### src/rtl/accum_core.sv
module accum_core #(
  parameter int W    = 16,
  parameter int NREG = 5
) (
  input  logic              clk,
  input  logic              rst_n,
  output logic [W-1:0]      imem_addr,
  input  logic [7:0]        imem_data,
  output logic [W-1:0]      dbg_pc,
  output logic [15:0]       dbg_ir,
  output logic [NREG*W-1:0] dbg_regs,
  output logic              dbg_cf,
  output logic              dbg_zf,
  output logic [W-1:0]      dbg_icount
);
  typedef enum logic [2:0] {S_F0, S_F1, S_EX, S_W0, S_W1} st_t;

  st_t          st;
  logic [W-1:0] pc, icnt;
  logic [15:0]  ir;
  logic [7:0]   hold;
  logic         cf, zf;
  logic [W-1:0] rf [NREG];

  wire [2:0] cls = ir[15:13];
  wire [4:0] op  = ir[12:8];
  wire [3:0] di  = ir[7:4];
  wire [3:0] si  = ir[3:0];

  function automatic logic [W-1:0] rd(input logic [3:0] idx, input logic [W-1:0] f [NREG]);
    rd = '0;
    for (int i = 0; i < NREG; i++)
      if (idx == 4'(i)) rd = f[i];
  endfunction

  wire [W-1:0] opa  = rd(di, rf);
  wire [W-1:0] opb  = rd(si, rf);
  wire [W-1:0] offs = {{(W-8){ir[7]}}, ir[7:0]};
  wire [W-1:0] word = {{(W-8){1'b0}}, hold} << 8 | {{(W-8){1'b0}}, imem_data};

  logic [W:0] res;
  logic       wb, uz, uc;

  always_comb begin
    res = '0; wb = 1'b0; uz = 1'b0; uc = 1'b0;
    case (op)
      5'h00: begin res = {1'b0, opa} + {1'b0, opb}; wb = 1'b1; uz = 1'b1; uc = 1'b1; end
      5'h01: begin res = {1'b0, opa} - {1'b0, opb}; wb = 1'b1; uz = 1'b1; uc = 1'b1; end
      5'h02: begin res = {1'b0, opa & opb}; wb = 1'b1; uz = 1'b1; end
      5'h03: begin res = {1'b0, opa | opb}; wb = 1'b1; uz = 1'b1; end
      5'h04: begin res = {1'b0, opa ^ opb}; wb = 1'b1; uz = 1'b1; end
      5'h05: begin res = {1'b0, opa} - {1'b0, opb}; uz = 1'b1; uc = 1'b1; end
      5'h06: begin res = {1'b0, opa} + 1'b1; wb = 1'b1; uz = 1'b1; uc = 1'b1; end
      5'h07: begin res = {1'b0, opb}; wb = 1'b1; end
      default: ;
    endcase
  end

  logic take;
  always_comb begin
    case (op)
      5'h00:   take = 1'b1;
      5'h02:   take = zf;
      5'h03:   take = !zf;
      5'h04:   take = cf;
      5'h05:   take = !cf;
      default: take = 1'b0;
    endcase
  end

  wire is_alu  = cls == 3'b000;
  wire is_jmp  = cls == 3'b010;
  wire is_mem  = cls == 3'b100;
  wire long_op = (is_jmp && op == 5'h0F) || (is_mem && op == 5'h01);

  wire         alu_we = st == S_EX && is_alu && wb;
  wire         ld_we  = st == S_W1 && is_mem;
  wire [W-1:0] wdata  = ld_we ? word : res[W-1:0];

  always_ff @(posedge clk) begin
    if (!rst_n) begin
      st <= S_F0; pc <= '0; icnt <= '0; ir <= '0; hold <= '0;
      cf <= 1'b0; zf <= 1'b0;
      for (int i = 0; i < NREG; i++) rf[i] <= '0;
    end else begin
      for (int i = 0; i < NREG; i++)
        if ((alu_we || ld_we) && di == 4'(i)) rf[i] <= wdata;
      case (st)
        S_F0: begin ir[15:8] <= imem_data; pc <= pc + 1'b1; st <= S_F1; end
        S_F1: begin ir[7:0]  <= imem_data; pc <= pc + 1'b1; st <= S_EX; end
        S_EX: begin
          if (long_op) st <= S_W0;
          else begin
            st   <= S_F0;
            icnt <= icnt + 1'b1;
            if (is_alu) begin
              if (uz) zf <= res[W-1:0] == '0;
              if (uc) cf <= res[W];
            end
            if (is_jmp && take) pc <= pc + offs;
          end
        end
        S_W0: begin hold <= imem_data; pc <= pc + 1'b1; st <= S_W1; end
        S_W1: begin
          pc   <= is_jmp ? word : pc + 1'b1;
          icnt <= icnt + 1'b1;
          st   <= S_F0;
        end
        default: st <= S_F0;
      endcase
    end
  end

  assign imem_addr  = pc;
  assign dbg_pc     = pc;
  assign dbg_ir     = ir;
  assign dbg_cf     = cf;
  assign dbg_zf     = zf;
  assign dbg_icount = icnt;

  for (genvar g = 0; g < NREG; g++) begin : g_dbg
    assign dbg_regs[g*W +: W] = rf[g];
  end
endmodule


### config.mk
export PLATFORM = sky130hd
export DESIGN_NAME = accum_core
export DESIGN_NICKNAME = d
export VERILOG_FILES = /design/src/rtl/accum_core.sv
export SDC_FILE = /design/constraint.sdc
export NUM_CORES = 1
export LEC_CHECK = 0
export BUFFER_PORTS_ARGS = -buffer_cell sky130_fd_sc_hd__buf_2
export CAP_MARGIN = 20
export CORE_ASPECT_RATIO = 2
export CORE_MARGIN = 2
export CORE_UTILIZATION = 30
export DETAILED_ROUTE_END_ITERATION = 10
export SLEW_MARGIN = 25
export SYNTH_ARGS = -nofsm -noshare
export SYNTH_HDL_FRONTEND = slang
export SYNTH_SLANG_ARGS = --single-unit
### constraint.sdc
create_clock -name clk -period 4.3 [get_ports clk]
set_input_delay 0.43 -clock clk [delete_from_list [all_inputs] [get_ports clk]]
set_output_delay 0.43 -clock clk [all_outputs]
set_load 0.005 [all_outputs]
==> results.ini, run 1 <==
[detailed_routing]
postRouteAntennaNets=0
drt_iter0_drc=760
drc_errors=0
drt_pass1_iterations=6
wirelength_um=43360
dr_total_vias=11140
wl_per_cell_um=21.71
vias_per_cell=5.577

[setup_path]
crit_fanout=8
slowest_stage=or4_4
critPathKind=reg2reg
cp.arrival_ns=4.62
crit_family=compound AO/OA/AOI/OAI gates
cp_common_cell=o31ai_2
critPathMaxStageDelay_ns=0.59
cp_data_required_time_ns=4.67
path_cells=or4_4 -> o22ai_4 -> ha_4 -> nand2_1 -> o31ai_2 -> fa_2 -> a21o_1 -> a21oi_1 -> xnor2_1 -> a221o_1 -> a2111oi_4 -> nand4_1 -> or4_1 -> o31ai_2
critical_path_buf_inv_count=0
end_kind=register
worstSetupStartpointType=register

[layout]
final_common_cell=nand2_1
drive_gt1_share_pct=28.83
final.fill_count=3421
mostFrequentLayoutCells=nand2_1, buf_2, buf_4
multiInputGateArea_um2=7131
final_nets=1628
diodes=0
final-seq-area_um2=2836
area_delta_synth_final_pct=31.73

[cts]
cts_tree=built
cts_max_level=4
cts_buffers=17
clock_latency_ns=0.45
postCtsHoldBufs=0
path_clk_slew_ns=0.07
clock-sinks=141
clockBufferDepth=2
clockRootBuffer=clkbuf_16

[timing]
min_period_over_period_pct=98.88
drv_slew=0
period_needed_ns=4.252
worstMarginPinSlew_ns=1.090
rsz0062_at_grt=true
fin_ws_ns=0.04826
finClkSkew_ns=0.01036
setup-tns-final_ns=0
slew_headroom_pct=27.13
finalSetupViolCount=0
hold_viol_final=0
fmax_ghz=0.2352

[logic_synthesis]
synthTopCellsByArea=dfxtp_1, ha_1, nand2_1, a21oi_1, nor2_1
syn_avg_cell_area_um2=7.692
syn_nets=1397
syn_area_um2=10130
synth_warnings=0
ys_seq_area_share_pct=27.87
postSynth.asyncResetShare_pct=0
synth_edf_count=0
synth.largest_area_cell=dfxtp_1
synth_cells=1317
synth_top_area_share_pct=27.87
dominantRegCellSynth=dfxtp_1
synthDistinctLibCells=75
ys_seq_elements=141

[die]
ios=156
start_util_pct=30.33
dieArea_um2=35340
rows=95
dieWidth_um=133.9
die_h_um=263.9
core-area_um2=33400

[global_routing]
grt_pass1_vias=11070
antenna_found_initial=0
grt_first_pass_wirelength_um=64830
grt_max_degree=44
grt_usage_pct=24.03
grt-ovfl-total=0

[pwr]
power_density_nw_per_um2=330.0
ir_drop_mv=0.2607
p_leak_nw=5.982

[placement]
hpwl_um=34250
io_buffers=155
dpl_worst_slack_ns=-0.3443
place_congestion=0.9661

[min_path]
hp-class=in2reg

[outcome]
outcome=finished clean

[job]
maxCapViolations=0

flip-flops by register name, summed over array words and instances (netlist names):
name	flops
dbg_cf	1
dbg_zf	1
dbg_ir	16
st	3
dbg_pc	16
dbg_icount	16
dbg_regs	80
hold	8
cell type report:
class,count,area share (%)
clock buffers,19,3.394
clock inverters,13,1.528
inverters,47,1.331
multi-input cells,1028,53.44
flip-flops and latches,141,21.26
well taps,436,4.088
repair buffers,313,14.96
worst register-to-register path, cell delays in order, from the launching register on:
cell and delay [ns]:
dfxtp_4 0.38, or4_4 0.59, o22ai_4 0.22, ha_4 0.23, nand2_1 0.07, o31ai_2 0.09
fa_2 0.44, a21o_1 0.20, a21oi_1 0.17, xnor2_1 0.08, a221o_1 0.36, a2111oi_4 0.37
nand4_1 0.24, or4_1 0.54, o31ai_2 0.18
through the flow:
stage          std cells  hold slack (ns)  area, um2  util (%)  power (mW)
2_1_floorplan       1317           0.4698      10180         -       2.153
3_3_place_gp        1950           0.4935      12160     36.41       2.609
3_5_place_dp        1950           0.4980      12170     36.42       2.619
4_1_cts             1987           0.3972      12950     38.77       4.319
5_1_grt             1997           0.4063      13340     39.95       4.557
6_report            1997           0.4100      13340     39.95       4.404
synth_stat cells, drive strengths merged, types with 5 or more instances:
| cell type | instances |
|---|---|
| nand2 | 161 |
| dfxtp | 141 |
| nor2 | 127 |
| a21oi | 106 |
| o21ai | 71 |
| clkbuf | 69 |
| ha | 68 |
| nand3 | 62 |
| a22oi | 47 |
| inv | 47 |
| xnor2 | 44 |
| mux2i | 37 |
| buf | 32 |
| nor3 | 27 |
| a211oi | 23 |
| xor2 | 22 |
| and2 | 17 |
| and3 | 14 |
| nand2b | 13 |
| a31oi | 11 |
| o22ai | 11 |
| o31ai | 11 |
| a221oi | 10 |
| a221o | 9 |
| nor2b | 9 |
| a21o | 8 |
| nand3b | 7 |
| nand4 | 7 |
| nor4b | 7 |
| o2bb2ai | 7 |
| or2 | 7 |
| a41oi | 6 |
| o21a | 6 |
| a222oi | 5 |
| nor3b | 5 |
| o221ai | 5 |
cells by family after synthesis:
group | synth area share (%)
and+or+nand+nor | 22.54
xor gates and xnor gates | 5.781
buffers and inverters | 6.337
DFF | 27.87
muxes | 4.768
AOI/OAI and AO/OA | 23.91
adders and majority gates | 8.795
report_power, final:
group | internal [mW] | switching (mW) | total [mW] | leakage (nW)
logic | 0.553 | 0.740 | 1.29 | 4.52
registers | 1.35 | 0.0879 | 1.44 | 1.14
clock network | 1.02 | 0.656 | 1.67 | 0.322
what timing repair did:
item | in CTS | in global routing
endpoints found under the setup margin | 38 | 49
buffers inserted | 5 | 10
resized for setup | 34 | 76
endpoints found under the hold margin | 0 | 0
pin swaps | 25 | 42
final timing paths:
check / slack (ns) / endpoint / cells after the start / from
max: 0.05 / dbg_zf / 14 / dbg_ir[0]
min: 0.41 / dbg_ir[13] / 3 / imem_data[5]
max reg2reg: 0.05 / dbg_zf / 14 / dbg_ir[0]
min reg2reg: 0.50 / dbg_regs[46] / 2 / dbg_regs[46]
per-layer routing:
layer | global-route usage (%) | wire (um) | up-vias
li1 | - | - | 5189
met1 | 22.82 | 14590 | 5332
met2 | 44.99 | 22950 | 452
met3 | 3.224 | 1903 | 165
met4 | 19.49 | 3921 | 0
met5 | 0 | 0 | -
Power figures use the tool's default switching activity.
==> run 2, diff against run 1 <==
--- a/config.mk
+++ b/config.mk
@@ -7,10 +7,11 @@
 export LEC_CHECK = 0
 export BUFFER_PORTS_ARGS = -buffer_cell sky130_fd_sc_hd__buf_2
 export CAP_MARGIN = 20
-export CORE_ASPECT_RATIO = 2
 export CORE_MARGIN = 2
 export CORE_UTILIZATION = 30
 export DETAILED_ROUTE_END_ITERATION = 10
+export HOLD_SLACK_MARGIN = 0.05
+export PLACE_DENSITY_LB_ADDON = 0.25
 export SLEW_MARGIN = 25
 export SYNTH_ARGS = -nofsm -noshare
 export SYNTH_HDL_FRONTEND = slang
==> run 2 against run 1 <==
  * The run now ends with setup timing left
  * Register-to-register slack lost 0.16 ns
  * Sequential power hardly changed
  * Wire length down 5.7%
  * Utilization down 0.66 points
  * First-iteration DRC count rose by 21%
  * Sequential share of layout area grew 0.34 points
  * Global-route usage down 1.4 points
  * Critical path depth increased by 3
  * Largest cell class unchanged
  * Largest power group unchanged
==> results.ini, run 2 (synthesized netlist as in run 1, its figures left out) <==
[timing]
finalSetupViolCount=10
hold_viol_final=0
worstMarginPinSlew_ns=1.117
rsz0062_at_grt=true
hold_ws_ns=0.3515
fin_ws_ns=-0.1111
fmax_ghz=0.2267
slew_headroom_pct=24.76
finClkSkew_ns=0.01220
drv_slew=0
min_period_over_period_pct=102.6
period_needed_ns=4.411

[die]
dieArea_um2=35250
die_h_um=187.8
rows=67
ios=156
start_util_pct=30.36
core-area_um2=33360
dieWidth_um=187.8

[global_routing]
grt_pass1_vias=10220
grt_usage_pct=22.65
grt_first_pass_wirelength_um=61710
antenna_found_initial=0
grt-ovfl-total=0
grt_max_degree=41

[cts]
clock-sinks=141
clockRootBuffer=clkbuf_16
path_clk_slew_ns=0.07
cts_tree=built
clock_latency_ns=0.44
clockBufferDepth=2
cts_buffers=17
cts_max_level=4

[min_path]
hold_depth=3
hp-start=rst_n
whs_endpoint=dbg_cf
hp-class=in2reg

[outcome]
outcome=finished, violations left
violations=setup timing

[setup_path]
cp.arrival_ns=4.77
critPathMaxStageDelay_ns=0.56
worstSetupStartpointType=register
critical_path_buf_inv_count=2
crit_fanout=6
crit_family=compound AO/OA/AOI/OAI gates
reg2reg_setup_slack_ns=-0.11
critPathKind=reg2reg
slowest_stage=or4_1
cp_data_required_time_ns=4.66
rr_startpoint=dbg_ir[0]
path_cells=buf_6 -> mux4_2 -> a22oi_2 -> buf_4 -> ha_4 -> a21oi_2 -> xnor2_1 -> nor2_1 -> ha_1 -> o211a_1 -> a221o_1 -> a211o_1 -> nor4b_1 -> nor3_1 -> nand2_1 -> or4_1 -> o31ai_2
timing.rr.end=dbg_zf
end_kind=register
ff2ff_path_depth=17

[placement]
hpwl_um=31000
place_congestion=0.9399
io_buffers=155

[layout]
area_delta_synth_final_pct=29.42
final_nets=1620
mostFrequentLayoutCells=nand2_1, buf_2, buf_4
final_common_cell=nand2_1
utilization_pct=39.29
diodes=0
drive_gt1_share_pct=27.60
largest_reg_flops=80

[detailed_routing]
met1_length_um=18820
postRouteAntennaNets=0
wirelength_um=40890
drc_errors=0
drt_pass1_iterations=5
dr_total_vias=10780
vias_per_cell=5.394
wl_met2_um=18370
top_layer=met4
drt_iter0_drc=921
dr_wl_met3_um=2378
wl_per_cell_um=20.46

[job]
maxCapViolations=0

[pwr]
ir_drop_mv=0.2793
power_density_nw_per_um2=314.8
p_leak_nw=5.842

## run 2: cell types whose count changed in the layout (fill, tap and decap cells not counted), moves of 3 or more
cell | previous run | this run
buf_4 | 151 | 146
a21oi_1 | 98 | 95
clkinvlp_4 | 0 | 4
clkinv_4 | 5 | 1
bufinv_16 | 4 | 1
a211oi_1 | 16 | 19
buf_6 | 6 | 2
## run 2: worst reg2reg max path: cells and delay by family, from the launching register on
family,cells,cell delay [ns]
adders and majority gates,2,0.45
and+or+nand+nor,5,1.19
muxes,1,0.52
DFF,1,0.39
xor gates and xnor gates,1,0.13
buffers and inverters,2,0.31
AOI/OAI and AO/OA,6,1.33
## run 2: final cells by class
class                           instances  area, um2
Fill cell                            3563      20250
Multi-Input combinational cell       1028       7053
Sequential cell                       141       2831
Timing Repair Buffer                  305       1934
Tap cell                              448      560.5
Clock buffer                           18      439.2
Inverter                               47      177.7
Clock inverter                         12      113.9
## run 2: how the worst max path moves through the flow
stage               startpoint           end  slack, ns  depth (start not counted)
global route         dbg_ir[0]        dbg_zf      -0.29                         17
floorplan            dbg_ir[2]        dbg_zf      0.004                         18
global placement     dbg_ir[1]  dbg_regs[46]      -0.12                         19
CTS                  dbg_ir[2]        dbg_zf     0.0009                         17
finish               dbg_ir[0]        dbg_zf      -0.11                         17
detailed placement   dbg_ir[1]  dbg_regs[30]      -0.19                         19
## run 2: timing repair
action,CTS,global route
setup endpoints to repair,41,46
gates resized for setup,30,57
hold buffers,0,0
cloned,0,0
pin swaps,11,15
buffers inserted,2,11
## run 2: layer usage
layer | up-vias | track usage (%)
met2 | 363 | 34.70
met4 | 0 | 8.995
met1 | 5162 | 31.46
met5 | - | 0
li1 | 5186 | -
met3 | 72 | 3.968
## run 2: through the flow
step	setup TNS, ns	total power [mW]	area [um2]	cells	worst slack (ns)
4_1_cts	0	4.079	12840	1988	0.0008922
3_3_place_gp	-0.8447	2.605	12160	1957	-0.1178
2_1_floorplan	0	2.153	10180	1317	0.004015
5_1_grt	-3.858	4.322	13110	1999	-0.2948
3_5_place_dp	-2.153	2.612	12160	1957	-0.1862
6_report	-0.3947	4.127	13110	1999	-0.1111
## run 2: power by group
group	internal [mW]	switching, mW	leakage [nW]	total, mW
Combinational	0.533	0.698	4.44	1.23
Clock	0.810	0.643	0.261	1.45
Sequential	1.35	0.0916	1.14	1.44
